[src/rtl/rxq_pkg.sv]
package rxq_pkg;
  localparam int unsigned DW       = 8;
  localparam int unsigned EN_BIT   = 0;
  localparam int unsigned RRST_BIT = 1;
  localparam int unsigned DMA_BIT  = 3;
  localparam int unsigned TRG_LSB  = 6;
  localparam logic [DW-1:0] KEEP_MASK =
    DW'((1 << EN_BIT) | (1 << DMA_BIT) | (3 << TRG_LSB));
  localparam logic [DW-1:0] EMPTY_READ = '1;
endpackage

[src/rtl/rxq_ctrl.sv]
module rxq_ctrl
  import rxq_pkg::*;
(
  input  logic          clk_i,
  input  logic          rst_ni,
  input  logic          we_i,
  input  logic [DW-1:0] wdata_i,
  output logic [DW-1:0] ctrl_o,
  output logic          fifo_mode_o,
  output logic          flush_o
);
  logic [DW-1:0] ctrl_q, ctrl_d;
  logic          mode_flip, rx_clear;

  assign mode_flip = wdata_i[EN_BIT] ^ ctrl_q[EN_BIT];
  assign rx_clear  = wdata_i[EN_BIT] & wdata_i[RRST_BIT];
  assign flush_o   = we_i & (mode_flip | rx_clear);
  // with enable clear the whole register reads zero
  assign ctrl_d    = wdata_i[EN_BIT] ? (wdata_i & KEEP_MASK) : '0;

  always_ff @(posedge clk_i or negedge rst_ni) begin
    if (!rst_ni)   ctrl_q <= '0;
    else if (we_i) ctrl_q <= ctrl_d;
  end

  assign ctrl_o      = ctrl_q;
  assign fifo_mode_o = ctrl_q[EN_BIT];

  a_r5_disable_clears: assert property (@(posedge clk_i) disable iff (!rst_ni)
    we_i && !wdata_i[EN_BIT] |=> ctrl_q == '0);
  a_r6_only_kept_bits: assert property (@(posedge clk_i) disable iff (!rst_ni)
    (ctrl_q & ~KEEP_MASK) == '0);
  a_r1_reset_legacy: assert property (@(posedge clk_i) disable iff (!rst_ni)
    $rose(rst_ni) |-> ctrl_q == '0);
endmodule

[src/rtl/rxq_store.sv]
module rxq_store
  import rxq_pkg::*;
#(
  parameter int unsigned DEPTH = 16
) (
  input  logic                       clk_i,
  input  logic                       rst_ni,
  input  logic                       fifo_mode_i,
  input  logic                       flush_i,
  input  logic                       push_i,
  input  logic [DW-1:0]              push_data_i,
  input  logic                       pop_i,
  output logic [DW-1:0]              pop_data_o,
  output logic [$clog2(DEPTH+1)-1:0] count_o,
  output logic                       not_empty_o,
  output logic                       full_o,
  output logic                       overrun_o
);
  localparam int unsigned PW = $clog2(DEPTH);
  localparam int unsigned CW = $clog2(DEPTH + 1);

  logic [DW-1:0] mem [DEPTH];
  logic [PW-1:0] rd_ptr_q, wr_ptr_q;
  logic [CW-1:0] count_q, cap;
  logic          full, empty, push_ok, pop_ok, ovr_q;

  assign cap     = fifo_mode_i ? CW'(DEPTH) : CW'(1);
  assign empty   = (count_q == '0);
  assign full    = (count_q >= cap);
  assign push_ok = push_i & ~full & ~flush_i;
  assign pop_ok  = pop_i & ~empty & ~flush_i;

  function automatic logic [PW-1:0] bump(input logic [PW-1:0] p, input logic [CW-1:0] c);
    return ((CW'(p) + CW'(1)) >= c) ? '0 : p + PW'(1);
  endfunction

  always_ff @(posedge clk_i) begin
    if (push_ok) mem[wr_ptr_q] <= push_data_i;
  end

  always_ff @(posedge clk_i or negedge rst_ni) begin
    if (!rst_ni) begin
      rd_ptr_q <= '0;
      wr_ptr_q <= '0;
      count_q  <= '0;
      ovr_q    <= 1'b0;
    end else begin
      ovr_q <= push_i & full & ~flush_i;
      if (flush_i) begin
        rd_ptr_q <= '0;
        wr_ptr_q <= '0;
        count_q  <= '0;
      end else begin
        if (push_ok) wr_ptr_q <= bump(wr_ptr_q, cap);
        if (pop_ok)  rd_ptr_q <= bump(rd_ptr_q, cap);
        case ({push_ok, pop_ok})
          2'b10:   count_q <= count_q + CW'(1);
          2'b01:   count_q <= count_q - CW'(1);
          default: count_q <= count_q;
        endcase
      end
    end
  end

  assign pop_data_o  = empty ? EMPTY_READ : mem[rd_ptr_q];
  assign count_o     = count_q;
  assign not_empty_o = ~empty;
  assign full_o      = full;
  assign overrun_o   = ovr_q;

  a_r3_fill_limit: assert property (@(posedge clk_i) disable iff (!rst_ni)
    count_q <= cap);
  a_r4_flush_empties: assert property (@(posedge clk_i) disable iff (!rst_ni)
    flush_i |=> count_q == '0);
  a_r8_no_growth_when_full: assert property (@(posedge clk_i) disable iff (!rst_ni)
    push_i && full && !pop_i && !flush_i |=> count_q == $past(count_q));
  a_r10_empty_pop_quiet: assert property (@(posedge clk_i) disable iff (!rst_ni)
    empty && pop_i && !push_i |=> count_q == '0 && !ovr_q);
  a_r11_balanced_count: assert property (@(posedge clk_i) disable iff (!rst_ni)
    push_i && pop_i && !empty && !full && !flush_i |=> $stable(count_q));
  a_r2_legacy_ptrs: assert property (@(posedge clk_i) disable iff (!rst_ni)
    !fifo_mode_i && !flush_i |-> rd_ptr_q == '0 && wr_ptr_q == '0);
endmodule

[src/rtl/rxq_top.sv]
module rxq_top
  import rxq_pkg::*;
#(
  parameter int unsigned DEPTH = 16
) (
  input  logic                       clk_i,
  input  logic                       rst_ni,
  input  logic                       push_i,
  input  logic [7:0]                 push_data_i,
  input  logic                       pop_i,
  input  logic                       ctrl_we_i,
  input  logic [7:0]                 ctrl_wdata_i,
  output logic [7:0]                 pop_data_o,
  output logic [7:0]                 ctrl_o,
  output logic [$clog2(DEPTH+1)-1:0] count_o,
  output logic                       not_empty_o,
  output logic                       full_o,
  output logic                       overrun_o
);
  logic fifo_mode, flush;

  rxq_ctrl u_ctrl (
    .clk_i       (clk_i),
    .rst_ni      (rst_ni),
    .we_i        (ctrl_we_i),
    .wdata_i     (ctrl_wdata_i),
    .ctrl_o      (ctrl_o),
    .fifo_mode_o (fifo_mode),
    .flush_o     (flush)
  );

  rxq_store #(.DEPTH(DEPTH)) u_store (
    .clk_i       (clk_i),
    .rst_ni      (rst_ni),
    .fifo_mode_i (fifo_mode),
    .flush_i     (flush),
    .push_i      (push_i),
    .push_data_i (push_data_i),
    .pop_i       (pop_i),
    .pop_data_o  (pop_data_o),
    .count_o     (count_o),
    .not_empty_o (not_empty_o),
    .full_o      (full_o),
    .overrun_o   (overrun_o)
  );

  a_r12_flush_wins: assert property (@(posedge clk_i) disable iff (!rst_ni)
    flush && push_i |=> count_o == '0);
endmodule

[config.mk]
export PLATFORM = sky130hd
export DESIGN_NAME = rxq_top
export DESIGN_NICKNAME = d
export VERILOG_FILES = /design/src/rtl/rxq_pkg.sv /design/src/rtl/rxq_ctrl.sv /design/src/rtl/rxq_store.sv /design/src/rtl/rxq_top.sv
export SDC_FILE = /design/constraint.sdc
export NUM_CORES = 1
export LEC_CHECK = 0
export ABC_AREA = 1
export BUFFER_PORTS_ARGS = -buffer_cell sky130_fd_sc_hd__buf_2
export CORE_MARGIN = 5
export CORE_UTILIZATION = 45
export CTS_CLUSTER_DIAMETER = 200
export CTS_CLUSTER_SIZE = 14
export DETAILED_ROUTE_END_ITERATION = 8
export SLEW_MARGIN = 20
export SYNTH_ARGS = -nofsm -noshare
export SYNTH_HDL_FRONTEND = slang
export SYNTH_SLANG_ARGS = --single-unit
export TNS_END_PERCENT = 100
[constraint.sdc]
create_clock -name clk_i -period 2.4 [get_ports clk_i]
set_input_delay 0.12 -clock clk_i [delete_from_list [all_inputs] [get_ports clk_i]]
set_output_delay 0.12 -clock clk_i [all_outputs]
set_load 0.005 [all_outputs]
==> out/results.txt <==
Outcome: complete, no violations
CTS Buf Count: 17
Post-synth EDFFs: 128
Max Cap Viol: 0
Htree depth: 4
Cells after Synth: 491
Power Dens Cells: 964 mW/mm2
Critical path capture point type: flip-flop
CTS root buffer: clkbuf_16
Final period util: 92.6%
First-pass GRT wire length: 21300 um
Max Slew Vio Count: 0
ANT nets after route: 0
Ports: 45
Hold crit path type: in2reg
Compound-Gate Fraction of Synth Area: 9.11%
Final WS setup: 0.178 ns
Area growth from synthesis to layout: 20.1%
Clk_lat worst skew: 0.42 ns
Starting Density: 45.9%
Final instance area: 0.00765 mm2
Synth top area cells: edfxtp_1, dfrtp_1, mux2i_1
Flops & latches, synth: 146
R2R Setup Slk: 0.18 ns
Critical path's largest stage delay: 0.40 ns
Via/cell ratio: 5.50
Yosys cell types: 35
Final Hold Violating Endpoints: 0
CP most frequent cell: inv_2
CTS Buffer Depth: 2
Crit Path Category: reg2reg
Final nets: 597
Maximum clock frequency: 0.450 GHz
Seq/Total Area, Yosys: 67.4%
Remaining global-route overflow: 0
Largest family of logic cells by synthesized area: simple AND/OR/NAND/NOR gates
I/O Buffers: 37
Chip width: 129 um
Yosys top cell by area: edfxtp_1
CP bufs+invs: 4
Slowest CP cell: dfrtp_1
Critical Path RT: 2.52 ns
Worst-path fanout max: 8
Via Count: 4151
Syn. warnings: 0
Clk slew on worst S/H paths: 0.06 ns
Die ar.: 0.0166 mm2
Routed wire length: 13300 um
Mux contribution to synthesized area: 5.03%
Initial antenna violation count: 0
CP delay by family, top: simple AND/OR/NAND/NOR gates
Syn Area/Cell: 13.0 um2
Post-Place Cell Area: 0.00689 mm2
Initial drt markers: 290
Most used DFF post-synth: edfxtp_1
# DRC: 0
XOR/XNOR Fraction of Synth Area: 0.687%
CTS Sinks: 146
Min Tclk post-route: 2.22 ns
Vias in the first global route: 4185
# diodes: 0
Wire per inst: 17.6 um
Routability cong.: 0.821
# rows: 43
Worst slack, placed: 0.166 ns
Leakage: 2.74 nW
Die H: 129 um
Final Skew: 0.00788 ns
Total GRT Usage: 16.9%
Setup TNS Final: 0 ns
TritonCTS clock tree: built
Synth Cell Area: 0.00637 mm2
Critical-path cell list: inv_2, ha_1, nand2_1, inv_1, nand3_2, nand3_1, nor2_4, inv_2, nor3_1, buf_4
Fin cells: 755
Critical path data arrival time: 2.34 ns
Final HPWL from detailed placement: 8620 um
Layout cell share with drive strength beyond 1: 20.3%
Peak VDD IR: 0.556 mV
Async set or reset register ratio after synthesis: 12.3%
Synth Area in Adders: 2.36%
Simple-gate area share of the yosys netlist: 11.7%
Largest net degree at the start of global routing: 66
Drt pass-1 iters: 4
Core region area: 0.0139 mm2
Finish-stage setup viols: 0
Placed Cells: 710
Area fraction of the dominant cell type after synthesis: 60.3%
Critical Path Source Type: flip-flop
Worst hold slack: 0.0308 ns
-- cell usage in the layout, fill, tap and decap left out, types with 2 or more instances in the layout --
| cell | count |
|---|---|
| xor2_1 | 4 |
| o221ai_1 | 32 |
| mux2i_1 | 32 |
| nand4_4 | 2 |
| nor2_2 | 3 |
| clkbuf_16 | 17 |
| nand3b_1 | 2 |
| nand2_4 | 2 |
| conb_1 | 4 |
| clkinv_1 | 7 |
| ha_1 | 11 |
| dlygate4sd3_1 | 10 |
| a21oi_1 | 2 |
| nor2_4 | 3 |
| nor3_1 | 4 |
| inv_1 | 19 |
| buf_4 | 29 |
| nand3_1 | 41 |
| nor2_1 | 50 |
| dfrtp_1 | 17 |
| bufinv_16 | 5 |
| o22ai_1 | 7 |
| o21ai_0 | 39 |
| nand2_1 | 41 |
| buf_2 | 37 |
| nand2_2 | 2 |
| buf_12 | 2 |
| edfxtp_1 | 128 |
| o21ai_1 | 4 |
| inv_2 | 5 |
| clkinvlp_4 | 3 |
-- registers in the layout, summed over array words and instances (netlist names) --
signal             cells
u_store.mem          128
u_store.rd_ptr_q       4
u_store.overrun_o      1
u_store.count_o        5
u_ctrl.ctrl_o          4
u_store.wr_ptr_q       4
-- path summary, 6_finish.rpt --
check                                    from                  end  cells past startpoint
max                        u_store.count_o[0]   u_store.mem[11][3]                     10
max in group asynchronous              rst_ni  u_store.rd_ptr_q[0]                      2
min in group asynchronous              rst_ni   u_store.count_o[0]                      2
min reg2reg                  u_ctrl.ctrl_o[6]     u_ctrl.ctrl_o[6]                      2
max reg2reg                u_store.count_o[0]   u_store.mem[11][3]                     10
min                                 ctrl_we_i     u_ctrl.ctrl_o[6]                      2
-- cell usage after synthesis (2+ instances only) --
master,number
edfxtp_1,128
nor2_1,50
nand2_1,41
nand3_1,41
o21ai_0,39
mux2i_1,32
o221ai_1,32
inv_1,20
dfrtp_1,18
clkbuf_1,13
ha_1,12
buf_2,9
o22ai_1,7
buf_4,5
inv_2,4
nor3_1,4
o21ai_1,4
xor2_1,4
clkinv_1,3
nor2_2,3
nor2_4,3
a21oi_1,2
nand2_2,2
nand2_4,2
nand3b_1,2
nand4_4,2
-- area by class of cell --
class,instances,area (um2)
fill,1166,6230
sequential,146,4300
multi-input combinational,294,1870
timing repair buffer,78,543
clock buffer,17,425
tap,180,225
clock inverter,13,193
inverter,27,101
-- through the flow --
| stage | util (%) | power, mW |
|---|---|---|
| final | 55.1 | 7.38 |
| after global routing | 55.1 | 7.74 |
| after CTS | 54.8 | 7.39 |
| after detailed placement | 49.6 | 4.60 |
| after global placement | 49.6 | 4.57 |
| after floorplan | - | 4.06 |
-- per-layer routing --
| layer | track usage, % | vias to the layer above | routed length [um] |
|---|---|---|---|
| met4 | 6.05 | 0 | 197 |
| met3 | 4.12 | 17 | 676 |
| met5 | 0 | - | 0 |
| met1 | 21.0 | 2036 | 5780 |
| li1 | - | 1980 | - |
| met2 | 28.9 | 118 | 6600 |
-- cell families (layout without fill, tap and decap cells) --
family | after synthesis | in the layout
other | 1 | 4
buffers and inverters | 54 | 135
flip-flops | 146 | 146
multiplexers | 32 | 32
AO/OA/AOI/OAI | 88 | 88
XOR/XNOR | 5 | 5
adder cells (fa/ha/maj) | 12 | 12
AND/OR/NAND/NOR | 153 | 153
-- what timing repair did --
action | in CTS | in global routing
hold endpoints to repair | 22 | 0
hold buffers | 10 | 0
endpoints found under the setup margin | 0 | 33
buffers inserted | 0 | 5
resized for setup | 0 | 2
-- worst register-to-register path: stages (launching register included) --
cell and delay, ns:
dfrtp_1 0.40, inv_2 0.09, ha_1 0.29, nand2_1 0.07
inv_1 0.04, nand3_2 0.09, nand3_1 0.16, nor2_4 0.24
inv_2 0.07, nor3_1 0.21, buf_4 0.24
-- report_power, final --
group / switching, mW / internal (mW) / leakage, nW
clock: 0.963 / 1.81 / 0.291
combinational: 0.992 / 0.638 / 1.06
sequential: 0.101 / 2.87 / 1.39
total: 2.06 / 5.32 / 2.74
(Power assumes the default switching activity.)
